`config.mk`:
```
export PLATFORM = sky130hd
export DESIGN_NAME = adc_frame_reader
export DESIGN_NICKNAME = d
export VERILOG_FILES = /design/src/rtl/adc_rd_pkg.sv /design/src/rtl/adc_rd_phase_timer.sv /design/src/rtl/adc_rd_shifter.sv /design/src/rtl/adc_frame_reader.sv
export SDC_FILE = /design/constraint.sdc
export NUM_CORES = 1
export LEC_CHECK = 0
export ABC_AREA = 1
export CAP_MARGIN = 20
export CORE_UTILIZATION = 30
export DETAILED_ROUTE_END_ITERATION = 16
export GPL_TIMING_DRIVEN = 0
export PLACE_DENSITY = 0.61
export SYNTH_ARGS = -nofsm -noshare
export SYNTH_HDL_FRONTEND = slang
export SYNTH_SLANG_ARGS = --single-unit
```
`constraint.sdc`:
```
create_clock -name clk -period 2.1 [get_ports clk]
set_input_delay 0.42 -clock clk [delete_from_list [all_inputs] [get_ports clk]]
set_output_delay 0.42 -clock clk [all_outputs]
set_load 0.01 [all_outputs]
```
`src/rtl/adc_rd_pkg.sv`:
```
package adc_rd_pkg;

    typedef enum logic [2:0] {
        ST_IDLE,
        ST_SETUP,
        ST_HIGH,
        ST_LOW,
        ST_DONE
    } rd_state_t;

endpackage

```
`src/rtl/adc_rd_phase_timer.sv`:
```
module adc_rd_phase_timer #(
    parameter int HALF_DIV = 11
) (
    input  logic clk,
    input  logic rst_n,
    input  logic run,
    output logic tick
);

    generate
        if (HALF_DIV <= 1) begin : g_every_cycle
            assign tick = run;
        end else begin : g_counted
            localparam int CW = $clog2(HALF_DIV);
            localparam logic [CW-1:0] LAST = CW'(HALF_DIV - 1);

            logic [CW-1:0] cnt;

            always_ff @(posedge clk or negedge rst_n) begin
                if (!rst_n) begin
                    cnt <= '0;
                end else if (!run || tick) begin
                    cnt <= '0;
                end else begin
                    cnt <= cnt + 1'b1;
                end
            end

            assign tick = run && (cnt == LAST);

            // the phase counter never runs past its last value
            a_r3_count_bound: assert property (@(posedge clk) disable iff (!rst_n)
                cnt <= LAST);
        end
    endgenerate

endmodule

```
`src/rtl/adc_rd_shifter.sv`:
```
module adc_rd_shifter #(
    parameter int WIDTH = 24
) (
    input  logic             clk,
    input  logic             rst_n,
    input  logic             clear,
    input  logic             shift,
    input  logic             din,
    output logic [WIDTH-1:0] q
);

    always_ff @(posedge clk or negedge rst_n) begin
        if (!rst_n) begin
            q <= '0;
        end else if (clear) begin
            q <= '0;
        end else if (shift) begin
            q <= {q[WIDTH-2:0], din};
        end
    end

endmodule

```
`src/rtl/adc_frame_reader.sv`:
```
module adc_frame_reader
    import adc_rd_pkg::*;
#(
    parameter int HALF_DIV    = 11,
    parameter int LEAD_BITS   = 8,
    parameter int RESULT_BITS = 14,
    parameter int STATUS_BITS = 2
) (
    input  logic                   clk,
    input  logic                   rst_n,
    input  logic                   start,
    input  logic                   miso,
    output logic                   sclk,
    output logic                   cs_n,
    output logic                   busy,
    output logic                   done,
    output logic                   frame_error,
    output logic [RESULT_BITS-1:0] result,
    output logic [STATUS_BITS-1:0] status
);

    localparam int FRAME_BITS = LEAD_BITS + RESULT_BITS + STATUS_BITS;
    localparam int CNT_W      = $clog2(FRAME_BITS + 1);
    localparam logic [CNT_W-1:0] LAST_BIT = CNT_W'(FRAME_BITS);

    rd_state_t              state, state_nx;
    logic [CNT_W-1:0]       bit_cnt;
    logic [FRAME_BITS-1:0]  frame;
    logic                   tick;
    logic                   timer_run;
    logic                   accept;
    logic                   sample;

    assign accept    = start && (state == ST_IDLE);
    assign timer_run = (state == ST_SETUP) || (state == ST_HIGH) || (state == ST_LOW);
    assign sample    = tick && ((state == ST_SETUP) || (state == ST_LOW));

    adc_rd_phase_timer #(.HALF_DIV(HALF_DIV)) u_timer (
        .clk   (clk),
        .rst_n (rst_n),
        .run   (timer_run),
        .tick  (tick)
    );

    adc_rd_shifter #(.WIDTH(FRAME_BITS)) u_shift (
        .clk   (clk),
        .rst_n (rst_n),
        .clear (accept),
        .shift (sample),
        .din   (miso),
        .q     (frame)
    );

    // state register
    always_ff @(posedge clk or negedge rst_n) begin
        if (!rst_n) begin
            state <= ST_IDLE;
        end else begin
            state <= state_nx;
        end
    end

    // sampled-bit counter
    always_ff @(posedge clk or negedge rst_n) begin
        if (!rst_n) begin
            bit_cnt <= '0;
        end else if (accept) begin
            bit_cnt <= '0;
        end else if (sample) begin
            bit_cnt <= bit_cnt + 1'b1;
        end
    end

    // transitions
    always_comb begin
        state_nx = state;
        unique case (state)
            ST_IDLE:  if (start) state_nx = ST_SETUP;
            ST_SETUP: if (tick)  state_nx = ST_HIGH;
            ST_HIGH:  if (tick)  state_nx = (bit_cnt == LAST_BIT) ? ST_DONE : ST_LOW;
            ST_LOW:   if (tick)  state_nx = ST_HIGH;
            ST_DONE:             state_nx = ST_IDLE;
            default:             state_nx = ST_IDLE;
        endcase
    end

    // outputs
    always_comb begin
        sclk        = 1'b0;
        cs_n        = 1'b1;
        busy        = 1'b1;
        done        = 1'b0;
        frame_error = 1'b0;
        unique case (state)
            ST_IDLE:  busy = 1'b0;
            ST_SETUP: cs_n = 1'b0;
            ST_HIGH:  begin cs_n = 1'b0; sclk = 1'b1; end
            ST_LOW:   cs_n = 1'b0;
            ST_DONE:  begin
                done        = 1'b1;
                frame_error = |frame[FRAME_BITS-1 -: LEAD_BITS];
            end
            default:  busy = 1'b0;
        endcase
    end

    assign result = frame[STATUS_BITS +: RESULT_BITS];
    assign status = frame[STATUS_BITS-1:0];

    // the done strobe lasts a single cycle
    a_r7_done_single: assert property (@(posedge clk) disable iff (!rst_n)
        done |=> !done);

    // a frame completes only after all bits were sampled
    a_r7_all_bits: assert property (@(posedge clk) disable iff (!rst_n)
        done |-> (bit_cnt == LAST_BIT));

    // the serial clock toggles only while the converter is selected
    a_r3_sclk_selected: assert property (@(posedge clk) disable iff (!rst_n)
        sclk |-> !cs_n);

    // a frame in progress is never abandoned
    a_r9_no_restart: assert property (@(posedge clk) disable iff (!rst_n)
        (busy && !done) |=> busy);

    // the error flag appears only with done
    a_r8_error_with_done: assert property (@(posedge clk) disable iff (!rst_n)
        frame_error |-> done);

    // outputs hold while idle
    a_r10_hold: assert property (@(posedge clk) disable iff (!rst_n)
        (!busy && !start) |=> ($stable(result) && $stable(status)));

    // idle bus levels
    a_r1_idle_bus: assert property (@(posedge clk) disable iff (!rst_n)
        !busy |-> (cs_n && !sclk));

endmodule

```
# Word-level counts from Yosys, hierarchy flattened
# Cells that the tools add are included.
# Widths: inputs -> output; s select.
[word_totals] register_bits=36 inputBits=4 output_inout_bits=21
[classes] n_addsub=2 n_eq_ne=9 mux=15 n_reduce_logical=15
[op_table] operator="$mux 24" count=2
[op_table] operator="$mux 3" count=4
[op_table] operator="$mux 5" count=2
[op_table] operator="$pmux 3 s3" count=1
[op_table] operator="$reduce_or 8->1" count=1
[op_table] operator="$eq 3x2->1 const B" count=2
[op_table] operator="$add 5x1->5 const B" count=1
[op_table] operator="$eq 5x5->1 const B" count=1
[op_table] operator="$mux 1" count=5
[op_table] operator="$add 4x1->4 const B" count=1
[op_table] operator="$eq 4x4->1 const B" count=1
[op_table] operator="$logic_or 1x1->1" count=4
[op_table] operator="$mux 4" count=1
[op_table] operator="$ne 2x2->1 const B" count=2
[op_table] operator="$reduce_or 4->1" count=1
[op_table] operator="$eq 3x1->1 const B" count=1
[op_table] operator="$eq 3x3->1 const B" count=1
[op_table] operator="$logic_and 1x1->1" count=3
[op_table] operator="$logic_not 3->1" count=1
[op_table] operator="$reduce_and 3->1" count=1
[op_table] operator="$reduce_or 3->1" count=1
[op_table] operator="$ne 2x1->1 const B" count=1
[op_table] operator="$reduce_bool 2->1" count=1
[op_table] operator="$reduce_or 2->1" count=1
[op_table] operator="$logic_not 1->1" count=1

# Depth between registers and ports, before layout
[logic_depth] ltp_word=7 mapped_depth=9

# By module
# Synthesis repeated with hierarchy kept, for this count alone.
[unflattened] hier_cells=208 hier_area_um2=1726.7
[modules_own_cells] module="adc_rd_shifter" instances=1 cells_per_inst=105 area_per_inst_um2=969.7 seq_area_each_um2=600.6
[modules_own_cells] module="adc_frame_reader" instances=1 cells_per_inst=81 area_per_inst_um2=555.5 seq_area_each_um2=200.2
[modules_own_cells] module="adc_rd_phase_timer" instances=1 cells_per_inst=22 area_per_inst_um2=201.4 seq_area_each_um2=100.1

# Worst setup path after synthesis
# Ideal clock, no wire load.
[synth_timing] kind="register -> output" startpoint="register state[0]" endpoint="output frame_error" arrival_time_ns=1.077 path_slack_ns=0.603 stages_incl_launch_ff=6 n_path_buf=0 cell_sequence="dfrtp_1 -> nor2_2 -> inv_1 -> nor2_1 -> inv_1 -> nor2_1"
[synth_via] elab_chain_len=2
[synth_rtl] item="start, declared" line="adc_frame_reader.sv:26" text="rd_state_t state, state_nx;"
[synth_rtl] item="start signal, assigned" line="adc_frame_reader.sv:59" text="state <= state_nx;"
[synth_rtl] item="$eq 3x3->1" line="adc_frame_reader.sv:94" text="unique case (state)"
[synth_rtl] item="$mux 1" line="adc_frame_reader.sv:94"
[synth_rtl] item="end, declared" line="adc_frame_reader.sv:17" text="output logic frame_error,"
# Every way passes these cells.

# Worst setup path in the final report
[layout_timing] startpoint="register state[0]" endpoint="output sclk"
[layout_via] elab_chain_len=2
[layout_rtl] item="$eq 3x2->1" line="adc_frame_reader.sv:94"
[layout_rtl] item="$mux 1" line="adc_frame_reader.sv:94"
[layout_rtl] item="end, declared" line="adc_frame_reader.sv:13" text="output logic sclk,"
# Every way passes these cells.

==> results.ini <==
[status]
status=complete, no violations

[synth]
synth_compound_area_share_pct=6.974
netlist_instances=211
synthXorXnorAreaFrac_pct=1.464
synthAdderAreaFrac_pct=2.789
synth.top_cell.area_share_pct=50.21
ys_async_sr_fraction_pct=100.0
synth-seq-cells=36
synth_top_family_by_area=simple AND/OR/NAND/NOR gates
synth_area_um2=1794
synth-main-ff-cell=dfrtp_1
yosys.area.top_type=dfrtp_1
ys_types=21
synth-simple-area-share_pct=24.76
synthTopCellsByArea=dfrtp_1 50%, nand3_1 10%, nand2_1 8.2%, buf_4 6.7%, o21ai_1 4.2%
synth.net_count=219
avgSynthCellArea_um2=8.503
synthMuxAreaShare_pct=0
yosysWarnings=0
synth-edff-count=0
seq_area_frac_synth_pct=50.21

[worst_setup_path]
path_delay_family=buffers and inverters
cp-end-kind=output pin
slowest_stage=clkdlybuf4s50_1
crit_required_ns=1.68
start_kind=flip-flop
critPathMaxFanout=4
max_stage_delay_ns=0.58
crit_chain=nor3_4 > clkdlybuf4s50_1
worst-path-buf-inv=1
crit_type=reg2out
cp.arrival_ns=1.57

[floorplanning]
core_um2=5642
rows=27
ios=25
initial_core_util_pct=31.80
die_y_um=79.34
die_w_um=79.34
die_area_um2=6294

[global_routing]
grt_first_pass_wirelength_mm=6.272
antenna_found_initial=0
grt_pass1_vias=1424
overflow=0
gr-usage-all-layers_pct=12.86
grt_max_degree=37

[placed_design]
gp_congestion=0.7818
pre_cts_slack_ns=0.1298
io_buffers=24
hpwl_mm=2.428

[timing]
tightest_slew_ns=0.7992
rsz0062_at_grt=no
setup-violations-final=0
fin_skew_ns=0.008809
finalHoldViolCount=0
max_freq_mhz=501.4
drv_slew=0
final.period_utilization_pct=94.97
fin_ws_ns=0.1057
post-route-min-period_ns=1.994
whs_ns=0.2075
slew_headroom_pct=46.72

[pwr]
power_density_nw_per_um2=587.4
power_w=0.001330
ir_drop_uv=357.7
p_leak_nw=1.049

[routing]
drcViolationCount=0
via_per_inst=4.732
drt_pre_antenna_iters=4
drtAntennaViolNets=0
via_count=1500
wirelength_mm=3.650
wire_per_inst_um=11.51
drtIter0Drc=69

[clock_tree]
h-tree-depth=2
clock-sinks=36
cts-root-buf=clkbuf_8
cts_tree=built
clkLatencyLatePin_ns=0.29
clockBufferDepth=2
clk_pin_slew_ns=0.08
cts_made_buffers=5

[run]
max-cap-violations=0

[finish]
areaGrowthSynthToFinish_pct=26.15
drive_gt1_share_pct=17.96
final_util_pct=40.12
diodes=0
fillerInstances=580
layout.nets=252

[min_path]
hold_class=in2async

-- logic make-up (layout without fill, tap and decap cells) --
family / count (synthesis) / count (layout)
compound gates: 25 / 25
buf+inv: 43 / 77
xor+xnor: 3 / 3
flops: 36 / 36
fa+ha+maj: 4 / 4
simple gates: 100 / 100
-- placed cells by master, fill, tap and decap left out --
cell type | Yosys | final
nand2_1 | 39 | 39
nand3_1 | 37 | 37
dfrtp_1 | 36 | 35
clkdlybuf4s50_1 | 0 | 20
buf_4 | 16 | 18
nor2_1 | 17 | 17
inv_1 | 14 | 14
o21ai_1 | 15 | 14
o21ai_0 | 10 | 10
buf_2 | 7 | 8
clkbuf_8 | 0 | 5
ha_1 | 4 | 4
inv_2 | 2 | 2
xor2_1 | 2 | 2
clkbuf_1 | 1 | 2
nand4_1 | 2 | 2
buf_6 | 2 | 2
dlygate4sd2_1 | 0 | 2
nor3_4 | 0 | 1
o21ai_2 | 0 | 1
xnor2_1 | 1 | 1
nor2_2 | 2 | 1
nor2_4 | 0 | 1
nand2_4 | 1 | 1
nand3b_1 | 1 | 1
inv_4 | 1 | 1
clkinv_2 | 0 | 1
bufinv_16 | 0 | 1
dlymetal6s2s_1 | 0 | 1
dfrtp_2 | 0 | 1
-- registers in the layout, indices dropped and copies added, names as in the netlist --
| signal | cells |
|---|---|
| u_shift.q | 24 |
| bit_cnt | 5 |
| u_timer.g_counted.cnt | 4 |
| state | 3 |
-- routing by layer --
metal  vias up  part of all wire [%]  track usage [%]
li1        738                     -                -
met1       706                    47            16.17
met2        44                    47            20.60
met3        12                   4.7            4.138
met4         0                   1.6            4.545
met5         -                     0                0
-- synth_stat cells (2+ instances only) --
library cell  number
nand4_1            2
inv_1             14
buf_2              7
nor2_2             2
nor2_1            17
xor2_1             2
buf_6              2
nand2_1           39
nand3_1           37
inv_2              2
buf_4             16
ha_1               4
dfrtp_1           36
o21ai_1           15
o21ai_0           10
-- worst paths after layout --
check,endpoint,slack [ns],cells past startpoint,startpoint
setup / recovery,sclk,0.11,2,state[0]
hold / removal,u_shift.q[14],0.21,1,rst_n
setup reg to reg,u_shift.q[10],0.64,8,u_timer.g_counted.cnt[0]
hold reg to reg,u_timer.g_counted.cnt[0],0.49,1,u_timer.g_counted.cnt[0]
max in group asynchronous,state[0],1.33,1,rst_n
min in group clk,u_timer.g_counted.cnt[0],0.49,1,u_timer.g_counted.cnt[0]
-- worst reg2reg max path, delay by kind of cell (launching register included) --
family / cells / cell delay, ns
AOI/OAI and AO/OA: 1 / 0.09
and+or+nand+nor: 4 / 0.42
buffers and inverters: 2 / 0.28
DFF: 1 / 0.41
adders and majority gates: 1 / 0.13
-- through the flow --
| step | instances | TNS (ns) | instance area [um2] |
|---|---|---|---|
| final | 317 | 0 | 2263 |
| after global placement | 307 | -9.544 | 2125 |
| after CTS | 317 | 0 | 2253 |
| after global routing | 317 | 0 | 2263 |
| after detailed placement | 307 | 0 | 2120 |
| after floorplan | 211 | 0 | 1794 |
-- timing repair --
item | 4_1_cts | 5_1_grt
endpoints found under the setup margin | 3 | 3
hold endpoints to repair | 0 | 0
setup buffers | 2 | 0
gates resized for setup | 5 | 3
hold buffers | 0 | 0
pin swaps | 1 | 0
-- report_power, final --
| group | switching, W | total [W] | internal [W] |
|---|---|---|---|
| clock | 0.000253 | 0.000606 | 0.000352 |
| sequential | 0.00000131 | 0.000696 | 0.000695 |
| combinational | 0.0000171 | 0.0000277 | 0.0000106 |
| total | 0.000272 | 0.00133 | 0.00106 |
-- area by class of cell --
type	instances	area, um2	area share (%)
Buffer	26	181.4	8.015
Clock buffer	6	72.57	3.206
Clock inverter	2	35.03	1.548
Inverter	17	66.31	2.930
Multi-Input combinational cell	132	665.6	29.41
Sequential cell	36	902.1	39.86
Tap cell	72	90.09	3.980
Timing Repair Buffer	26	250.2	11.06
Note: power is estimated with default switching activity, not from simulation.
